[src/rtl/prog_pkg.sv]
package prog_pkg;

    localparam int RANGE_W = 3;
    localparam int FUNC_W  = 3;
    localparam int VAL_W   = (RANGE_W > FUNC_W) ? RANGE_W : FUNC_W;
    localparam int DIG_W   = 4;
    localparam int CHR_W   = 7;

    localparam logic [CHR_W-1:0] CH_RANGE = 7'h52;
    localparam logic [CHR_W-1:0] CH_FUNC  = 7'h46;
    localparam logic [CHR_W-1:0] CH_SH    = 7'h48;
    localparam logic [CHR_W-1:0] CH_TRIG  = 7'h54;
    localparam logic [CHR_W-1:0] CH_END   = 7'h45;
    localparam logic [CHR_W-1:0] CH_ZERO  = 7'h30;
    localparam logic [CHR_W-1:0] CH_NINE  = 7'h39;

    typedef enum logic [2:0] {
        SEL_NONE,
        SEL_RANGE,
        SEL_FUNC,
        SEL_SH,
        SEL_TRIG
    } sel_e;

    typedef struct packed {
        logic             is_digit;
        logic [DIG_W-1:0] dval;
        sel_e             sel;
        logic             is_end;
    } chr_info_t;

    typedef struct packed {
        logic [RANGE_W-1:0] range;
        logic [FUNC_W-1:0]  func;
        logic               sh;
        logic               trig;
    } settings_t;

    function automatic sel_e letter_to_sel(input logic [CHR_W-1:0] c);
        case (c)
            CH_RANGE: return SEL_RANGE;
            CH_FUNC:  return SEL_FUNC;
            CH_SH:    return SEL_SH;
            CH_TRIG:  return SEL_TRIG;
            default:  return SEL_NONE;
        endcase
    endfunction

endpackage

[src/rtl/prog_char_decode.sv]
module prog_char_decode
    import prog_pkg::*;
(
    input  logic [CHR_W-1:0] chr,
    output chr_info_t        info
);

    always_comb begin
        info.is_digit = (chr >= CH_ZERO) && (chr <= CH_NINE);
        info.dval     = chr[DIG_W-1:0];
        info.sel      = letter_to_sel(chr);
        info.is_end   = (chr == CH_END);
    end

endmodule

[src/rtl/prog_route_fsm.sv]
module prog_route_fsm
    import prog_pkg::*;
#(
    parameter int RANGE_MAX = 7,
    parameter int FUNC_MAX  = 5
) (
    input  logic             clk,
    input  logic             rst,
    input  logic             rem_q,
    input  logic             relisten,
    input  logic             chr_valid,
    input  chr_info_t        info,
    output sel_e             wr_sel,
    output logic [VAL_W-1:0] wr_val,
    output logic             locked,
    output logic             err
);

    localparam logic [DIG_W-1:0] RMAX = DIG_W'(RANGE_MAX);
    localparam logic [DIG_W-1:0] FMAX = DIG_W'(FUNC_MAX);

    sel_e armed;
    logic accept;
    logic in_limit;

    assign accept = chr_valid && rem_q && !locked && !relisten;

    always_comb begin
        case (armed)
            SEL_RANGE: in_limit = info.dval <= RMAX;
            SEL_FUNC:  in_limit = info.dval <= FMAX;
            SEL_SH,
            SEL_TRIG:  in_limit = info.dval <= DIG_W'(1);
            default:   in_limit = 1'b0;
        endcase
    end

    always_comb begin
        wr_sel = SEL_NONE;
        wr_val = info.dval[VAL_W-1:0];
        if (accept && !info.is_end && armed != SEL_NONE && info.is_digit && in_limit)
            wr_sel = armed;
    end

    always_ff @(posedge clk) begin
        if (rst) begin
            armed  <= SEL_NONE;
            locked <= 1'b0;
            err    <= 1'b0;
        end else if (relisten) begin
            armed  <= SEL_NONE;
            locked <= 1'b0;
            err    <= 1'b0;
        end else if (accept) begin
            if (info.is_end) begin
                locked <= 1'b1;
                armed  <= SEL_NONE;
            end else if (armed != SEL_NONE) begin
                armed <= SEL_NONE;
                if (!(info.is_digit && in_limit))
                    err <= 1'b1;
            end else begin
                armed <= info.sel;
            end
        end
    end

    // lockout persists until re-addressing
    p_lock_hold_r9: assert property (@(posedge clk) disable iff (rst)
        locked && !relisten |=> locked);

    // error flag is sticky
    p_err_sticky_r7: assert property (@(posedge clk) disable iff (rst)
        err && !relisten |=> err);

    // any accepted character consumes an armed selection
    p_arm_consumed_r7: assert property (@(posedge clk) disable iff (rst)
        accept && armed != SEL_NONE |=> armed == SEL_NONE);

endmodule

[src/rtl/prog_setting_bank.sv]
module prog_setting_bank
    import prog_pkg::*;
(
    input  logic             clk,
    input  logic             rst,
    input  logic             rem_q,
    input  settings_t        fp,
    input  sel_e             wr_sel,
    input  logic [VAL_W-1:0] wr_val,
    output settings_t        q
);

    always_ff @(posedge clk) begin
        if (rst) begin
            q.range <= fp.range;
            q.func  <= fp.func;
            q.sh    <= 1'b0;
            q.trig  <= 1'b0;
        end else if (!rem_q) begin
            q <= fp;
        end else begin
            case (wr_sel)
                SEL_RANGE: q.range <= wr_val[RANGE_W-1:0];
                SEL_FUNC:  q.func  <= wr_val[FUNC_W-1:0];
                SEL_SH:    q.sh    <= wr_val[0];
                SEL_TRIG:  q.trig  <= wr_val[0];
                default:   ;
            endcase
        end
    end

    // in remote mode the range moves only on a range write
    p_range_hold_r3: assert property (@(posedge clk) disable iff (rst)
        rem_q && wr_sel != SEL_RANGE |=> $stable(q.range));

    // in remote mode the function moves only on a function write
    p_func_hold_r3: assert property (@(posedge clk) disable iff (rst)
        rem_q && wr_sel != SEL_FUNC |=> $stable(q.func));

endmodule

[src/rtl/prog_interp.sv]
module prog_interp
    import prog_pkg::*;
#(
    parameter int RANGE_MAX = 7,
    parameter int FUNC_MAX  = 5
) (
    input  logic       clk,
    input  logic       rst,
    input  logic       remote,
    input  logic       relisten,
    input  logic       chr_valid,
    input  logic [6:0] chr_data,
    output logic       chr_done,
    input  logic [2:0] fp_range,
    input  logic [2:0] fp_func,
    input  logic       fp_sh,
    input  logic       fp_trig,
    output logic [2:0] range_o,
    output logic [2:0] func_o,
    output logic       sh_o,
    output logic       trig_o,
    output logic       prog_end,
    output logic       prog_err
);

    logic             rem_q;
    chr_info_t        info;
    sel_e             wr_sel;
    logic [VAL_W-1:0] wr_val;
    settings_t        fp;
    settings_t        q;

    always_ff @(posedge clk) begin
        if (rst) begin
            rem_q    <= 1'b0;
            chr_done <= 1'b0;
        end else begin
            rem_q    <= remote;
            chr_done <= chr_valid;
        end
    end

    assign fp = '{range: fp_range, func: fp_func, sh: fp_sh, trig: fp_trig};

    prog_char_decode u_dec (
        .chr  (chr_data),
        .info (info)
    );

    prog_route_fsm #(
        .RANGE_MAX (RANGE_MAX),
        .FUNC_MAX  (FUNC_MAX)
    ) u_fsm (
        .clk       (clk),
        .rst       (rst),
        .rem_q     (rem_q),
        .relisten  (relisten),
        .chr_valid (chr_valid),
        .info      (info),
        .wr_sel    (wr_sel),
        .wr_val    (wr_val),
        .locked    (prog_end),
        .err       (prog_err)
    );

    prog_setting_bank u_bank (
        .clk    (clk),
        .rst    (rst),
        .rem_q  (rem_q),
        .fp     (fp),
        .wr_sel (wr_sel),
        .wr_val (wr_val),
        .q      (q)
    );

    assign range_o = q.range;
    assign func_o  = q.func;
    assign sh_o    = q.sh;
    assign trig_o  = q.trig;

    // a strobe is answered in the next cycle
    p_done_follows_r10: assert property (@(posedge clk) disable iff (rst)
        chr_valid |=> chr_done);

    // no answer without a strobe
    p_done_quiet_r10: assert property (@(posedge clk) disable iff (rst)
        !chr_valid |=> !chr_done);

endmodule

[config.mk]
export PLATFORM = sky130hd
export DESIGN_NAME = prog_interp
export DESIGN_NICKNAME = d
export VERILOG_FILES = /design/src/rtl/prog_pkg.sv /design/src/rtl/prog_char_decode.sv /design/src/rtl/prog_route_fsm.sv /design/src/rtl/prog_setting_bank.sv /design/src/rtl/prog_interp.sv
export SDC_FILE = /design/constraint.sdc
export NUM_CORES = 1
export LEC_CHECK = 0
export CAP_MARGIN = 20
export CORE_MARGIN = 2
export CORE_UTILIZATION = 45
export DETAILED_ROUTE_END_ITERATION = 7
export PLACE_DENSITY = 0.92
export SLEW_MARGIN = 20
export SYNTH_ARGS = -nofsm -noshare
export SYNTH_HDL_FRONTEND = slang
export SYNTH_SLANG_ARGS = --single-unit
[constraint.sdc]
create_clock -name clk -period 5.3 [get_ports clk]
set_clock_uncertainty 0.15 [all_clocks]
set_input_delay 1.06 -clock clk [delete_from_list [all_inputs] [get_ports clk]]
set_output_delay 1.06 -clock clk [all_outputs]
set_load 0.005 [all_outputs]
==> metrics.md, run 1 <==
| Metric | Value |
|---|---|
| Max Clk Rate | 349 MHz |
| Area leader, netlist | dfxtp_1 |
| Finished Core Util | 67.7% |
| Ys Warns | 0 |
| Synth top area share | 22.5% |
| Antenna diodes | 0 |
| Die X | 46.2 um |
| Final hold slack | 371 ps |
| Top-Level Pins | 31 |
| Vias | 779 |
| Layout Area Growth over Synthesis | 43.0% |
| Crit path max fanout | 9 |
| CORE AREA | 0.00169 mm^2 |
| Drt wl/cell | 12.8 um |
| Antenna violations before repair | 0 |
| Initial DRC Count | 27 |
| Clock root buffer master | clkbuf_4 |
| Total CTS buffers | 3 |
| Global placement routability congestion | 0.885 |
| Netlist cell types | 31 |
| First-pass GRT wire length | 2700 um |
| Mapped Cells | 88 |
| Post-route DRC violation count | 0 |
| Die area | 0.00213 mm^2 |
| RSZ-0062 raised after global routing | false |
| CP cell instances | clkdlybuf4s50_1, a21boi_0, o221ai_1, or2_1, o21ai_0 |
| Final critical-path share of the clock period | 54.0% |
| Leakage power | 0.000414 uW |
| Main area contributors after synthesis | dfxtp_1, edfxtp_1, nand2_1, nor2_1, and4bb_2 |
| # nets final | 142 |
| Hold buffers post-CTS | 0 |
| Cts repair resizes | 0 |
| Cell Area, Placed | 0.00112 mm^2 |
| # rows | 15 |
| Max Buffers Root-to-Sink | 2 |
| Async S/R FF share, synth | 0% |
| Number of buffers added on ports | 30 |
| Post-CTS Setup Inserts | 0 |
| Post-route cell area | 0.00114 mm^2 |
| Top FF cell, synth | dfxtp_1 |
| Worst-skew pair later-pin latency | 280 ps |
| WL final | 1770 um |
| Worst endpoint required time | 5100 ps |
| Crit path max-delay cell type | clkdlybuf4s50_1 |
| Vias per cell | 5.64 |
| Max incr delay on CP | 540 ps |
| Setup violators final | 0 |
| Mapped Area | 800 um^2 |
| Hold crit path type | reg -> reg |
| Final std cells w/o fill | 138 |
| Syn Nets | 108 |
| H-tree Lvls | 1 |
| Pre-antenna DRT Iters | 4 |
| Total negative slack | 0 ps |
| CP startpoint kind | input pin |
| CP delay by family, top | compound AO/OA/AOI/OAI gates |
| HPWL Detailed | 1430 um |
| Global-route usage over all layers | 18.0% |
| EDFF count, synth | 6 |
| Inst Count DP | 134 |
| Worst vdd ir | 0.171 mV |
| Total gr overflow | 0 |
| Critical Path End Type | register |
| Final ANT Viol Nets | 0 |
| Syn Area/Cell | 9.09 um^2 |
| Minimum clock period | 2860 ps |
| Status | finished, final reports clean |
| Worst-Margin Slew | 404 ps |
| Clock-pin slew on the worst setup and hold paths | 90 ps |
| Max Slew Vio Count | 0 |
| Worst path bufs/invs | 1 |
| Register bit total from synthesis | 15 |
| Largest net degree at the start of global routing | 10 |
| Max_cap viols | 0 |
| Headroom to the max-slew limit | 72.8% |
| Sequential area share after synthesis | 45.1% |
| Share of cells above drive strength 1 | 9.92% |
| CTS tree | yes |
| Post-synth top cells | nand2_1, dfxtp_1, nor2_1 |
| Final hold violation count | 0 |
| Clock Sinks | 15 |
| Crit Path Class | in -> reg |
| Crit path DAT | 2660 ps |
| Count leader, synth | nand2_1 |
| Die height | 46.2 um |
| Number of global-route vias before repair | 702 |
| Power Dens Cells | 208 mW/mm^2 |
| Starting Density | 47.3% |
## tightest hold or removal path: cells and delay by family (launching register included)
kind / cells / cell delay, ps
AOI/OAI and AO/OA: 1 / 90
and+or+nand+nor: 1 / 50
DFF: 1 / 330
## placed cells by master (no fill, tap or decap), types with 2 or more instances in the layout
cell type / count
clkdlybuf4s50_1: 30
nand2_1: 21
nor2_1: 9
dfxtp_1: 9
edfxtp_1: 6
nand2b_1: 4
o21ai_0: 4
nor2b_1: 3
clkbuf_4: 3
a21boi_0: 2
and4bb_2: 2
nand4_1: 2
mux2i_1: 2
nand3b_1: 2
or3b_2: 2
a21oi_1: 2
a22oi_1: 2
## per-stage QoR
step	worst slack [ps]	total power [uW]
6_report	2440	238
5_1_grt	2240	248
4_1_cts	2420	240
3_5_place_dp	2120	175
3_3_place_gp	2240	174
2_1_floorplan	2740	145
## final cells by class
| class | instances | area (um^2) |
|---|---|---|
| inverters | 1 | 3.75 |
| fillers | 148 | 546 |
| repair buffers | 30 | 300 |
| clock buffers | 3 | 22.5 |
| multi-input cells | 71 | 430 |
| flip-flops and latches | 15 | 360 |
| well taps | 17 | 21.3 |
| clock inverters | 1 | 5.00 |
## routing by layer
layer	part of all wire, %	GRT usage [%]
met1	41	18.2
met2	52	34.4
met3	5.3	2.35
met4	1.9	10.3
met5	0	0
## worst paths after layout
check,from,endpoint,slack (ps),depth (start not counted)
setup / recovery,chr_data[1],u_bank.q[4],2440,5
hold / removal,u_fsm.err,u_fsm.err,370,2
hold reg to reg,u_fsm.err,u_fsm.err,370,2
setup reg to reg,u_fsm.armed[1],u_bank.q[4],3310,4
## power breakdown
group	leakage [uW]	internal (uW)	total, uW	switching (uW)
Clock	0.0000177	28.0	65.3	37.3
Sequential	0.000137	126	129	2.39
Combinational	0.000260	27.6	43.5	15.9
Total	0.000414	182	238	55.5
## registers in the layout (all words and copies together), names as in the netlist
signal	count
rem_q	1
u_fsm.err	1
u_bank.q	8
u_fsm.armed	3
chr_done	1
u_fsm.locked	1
## cell families (layout without fill, tap and decap cells)
family	Yosys count	count (layout)	synth area share, %
flip-flops	15	15	45.1
AND/OR/NAND/NOR	54	54	37.9
AO/OA/AOI/OAI	15	15	13.5
multiplexers	2	2	2.50
buffers and inverters	2	35	1.09
Note: power is estimated with default switching activity, not from simulation.
==> inputs of run 2 (changes only) <==
--- a/config.mk
+++ b/config.mk
@@ -7,9 +7,9 @@
 export LEC_CHECK = 0
 export CAP_MARGIN = 20
 export CORE_MARGIN = 2
-export CORE_UTILIZATION = 45
+export CORE_UTILIZATION = 42
 export DETAILED_ROUTE_END_ITERATION = 7
-export PLACE_DENSITY = 0.92
+export PLACE_DENSITY = 0.87
 export SLEW_MARGIN = 20
 export SYNTH_ARGS = -nofsm -noshare
 export SYNTH_HDL_FRONTEND = slang
==> constraint.sdc (replaced) <==
create_clock -name clk -period 2.7 [get_ports clk]
set_clock_uncertainty 0.15 [all_clocks]
set_input_delay 0.54 -clock clk [delete_from_list [all_inputs] [get_ports clk]]
set_output_delay 0.54 -clock clk [all_outputs]
set_load 0.005 [all_outputs]
==> run 2 against run 1 <==
  * Worst hold slack got worse by 38 ps
  * Largest power group unchanged
  * Die area rose by 6.5%
  * Worst setup slack got worse by 2100 ps
  * Final cell count rose by 8.0%
  * Power rose by 97%
  * Critical path depth did not move
  * Via count rose by 0.64%
  * Sequential power rose by 96%
  * Core utilization fell by 1.0 points
  * Non-clock buffer count rose by 3
==> metrics.md, run 2 (synthesis gave the netlist of run 1 again) <==
| Metric | Value |
|---|---|
| Status | finished, final reports clean |
| Max Buffers Root-to-Sink | 2 (unchanged) |
| Most frequent cells in the layout | clkdlybuf4s50_1, nand2_1, nor2_1, dfxtp_1, edfxtp_1 |
| Max Clk Rate | 430 MHz |
| # nets final | 145 (+2.1%) |
| Hold crit path type | reg -> reg |
| Final hold violation count | 0 (unchanged) |
| Max_cap viols | 0 (unchanged) |
| Power Dens Cells | 397 mW/mm^2 (+91%) |
| Leakage power | 0.000429 uW (+3.5%) |
| Drt wl/cell | 12.5 um (-2.1%) |
| WL final | 1870 um (+5.7%) |
| Crit Path Class | in -> reg |
| Global placement routability congestion | 0.841 (-5.0%) |
| Sequential power share | 54.2% (about the same) |
| Worst endpoint required time | 2480 ps (-2620 ps) |
| Pre-antenna DRT Iters | 6 (+2) |
| Final critical-path share of the clock period | 86.0% |
| Clock network power share | 26.6% (-0.9 points) |
| CORE AREA | 0.00176 mm^2 (+4.4%) |
| Largest net degree at the start of global routing | 10 (unchanged) |
| Worst-Margin Slew | 459 ps (+55.8 ps) |
| Die X | 47.6 um (+3.2%) |
| Crit path DAT | 2100 ps (-560 ps) |
| Die height | 47.6 um (+3.2%) |
| Critical Path End Type | register |
| Total negative slack | 0 ps (unchanged) |
| Post-route DRC violation count | 0 (unchanged) |
| H-tree Lvls | 1 (unchanged) |
| Top-Level Pins | 31 (unchanged) |
| Vias | 784 (+0.64%) |
| Share of cells above drive strength 1 | 12.1% (+2.2 points) |
| Minimum clock period | 2320 ps |
| Final ANT Viol Nets | 0 (unchanged) |
| Headroom to the max-slew limit | 69.0% (-3.8 points) |
| Starting Density | 45.3% (-2.0 points) |
| Cts repair resizes | 0 (unchanged) |
| Clock root buffer master | clkbuf_4 |
| Antenna violations before repair | 0 (unchanged) |
| P_sw | 107 uW (+93%) |
| Switching share of total power | 23.0% (-0.39 points) |
| Clock-pin slew on the worst setup and hold paths | 90 ps (about the same) |
| Commonest non-fill, non-tap cell in the layout | clkdlybuf4s50_1 |
| Int Pwr | 360 uW (+98%) |
| Initial DRC Count | 10 (-63%) |
| CP startpoint kind | input pin |
| Final std cells w/o fill | 149 (+8.0%) |
| Worst vdd ir | 0.302 mV (+77%) |
| First-pass GRT wire length | 2910 um (+7.7%) |
| RSZ-0062 raised after global routing | false |
| Antenna diodes | 0 (unchanged) |
| Fill count | 152 (+2.7%) |
| CTS tree | yes |
| Global-route usage over all layers | 18.5% (+0.42 points) |
| Die area | 0.00227 mm^2 (+6.5%) |
| Clock Sinks | 15 (unchanged) |
| Hold buffers post-CTS | 0 (unchanged) |
| Layout Area Growth over Synthesis | 47.1% |
| Final hold slack | 333 ps (-37.6 ps) |
| Most flops, register | u_bank.q |
| Largest register FFs | 8 (unchanged) |
| # rows | 15 (unchanged) |
| HPWL Detailed | 1480 um (+3.8%) |
| Number of buffers added on ports | 30 (unchanged) |
| Number of global-route vias before repair | 743 (+5.8%) |
| Comb power frac | 19.2% (+0.9 points) |
| Inst Count DP | 145 (+8.2%) |
| Worst-skew pair later-pin latency | 270 ps (about the same) |
| Largest regs | u_bank.q x8, u_fsm.armed x3 |
| Vias per cell | 5.26 (-6.8%) |
| Setup violators final | 0 (unchanged) |
| Post-CTS Setup Inserts | 0 (unchanged) |
| Total gr overflow | 0 (unchanged) |
| Total CTS buffers | 3 (unchanged) |
| Max Slew Vio Count | 0 (unchanged) |
| Crit path max fanout | 4 (-5) |
## run 2: final cells by class
class | instances | area (um^2) | area share, %
timing repair buffer | 33 | 323 | 27.4
multi-input combinational | 71 | 430 | 36.6
clock inverter | 1 | 5.00 | 0.426
inverter | 1 | 3.75 | 0.319
clock buffer | 3 | 22.5 | 1.91
tap | 25 | 31.3 | 2.66
sequential | 15 | 360 | 30.6
## run 2: critical path: stages
cell and delay (ps):
clkdlybuf4s50_1 440, and4bb_2 360, nand3_1 90, or2_1 250, o21ai_0 410
## run 2: worst paths after layout
check / startpoint / end / slack [ps] / depth (start not counted)
hold / removal: u_fsm.err / u_fsm.err / 330 / 2
setup / recovery: relisten / u_bank.q[7] / 380 / 5
hold reg to reg: u_fsm.err / u_fsm.err / 330 / 2
setup reg to reg: rem_q / u_bank.q[7] / 660 / 4
## run 2: per-stage QoR
| stage | power (uW) | area [um^2] | setup slack (ps) | utilization, % |
|---|---|---|---|---|
| final | 467 | 1180 | 377 | 66.7 |
| after global routing | 491 | 1180 | 310 | 66.7 |
| after CTS | 470 | 1180 | 383 | 66.7 |
| after detailed placement | 348 | 1150 | 82.9 | 65.1 |
| after global placement | 345 | 1150 | 194 | 65.1 |
| after floorplan | 285 | 800 | 662 | - |
## run 2: per-layer routing
metal | GRT usage (%) | wire length [um] | vias to the layer above
met5 | 0 | 0 | -
met4 | 10.3 | 25 | 0
met3 | 4.53 | 123 | 4
met2 | 34.6 | 951 | 32
met1 | 18.4 | 766 | 353
li1 | - | - | 395
## run 2: power groups by stage
stage / Combinational [uW] / Sequential (uW) / Clock (uW)
floorplan: 26.0 / 259 / 0
global placement: 87.5 / 258 / 0
detailed placement: 89.2 / 259 / 0
CTS: 89.8 / 254 / 127
global route: 97.8 / 255 / 138
finish: 89.8 / 253 / 124
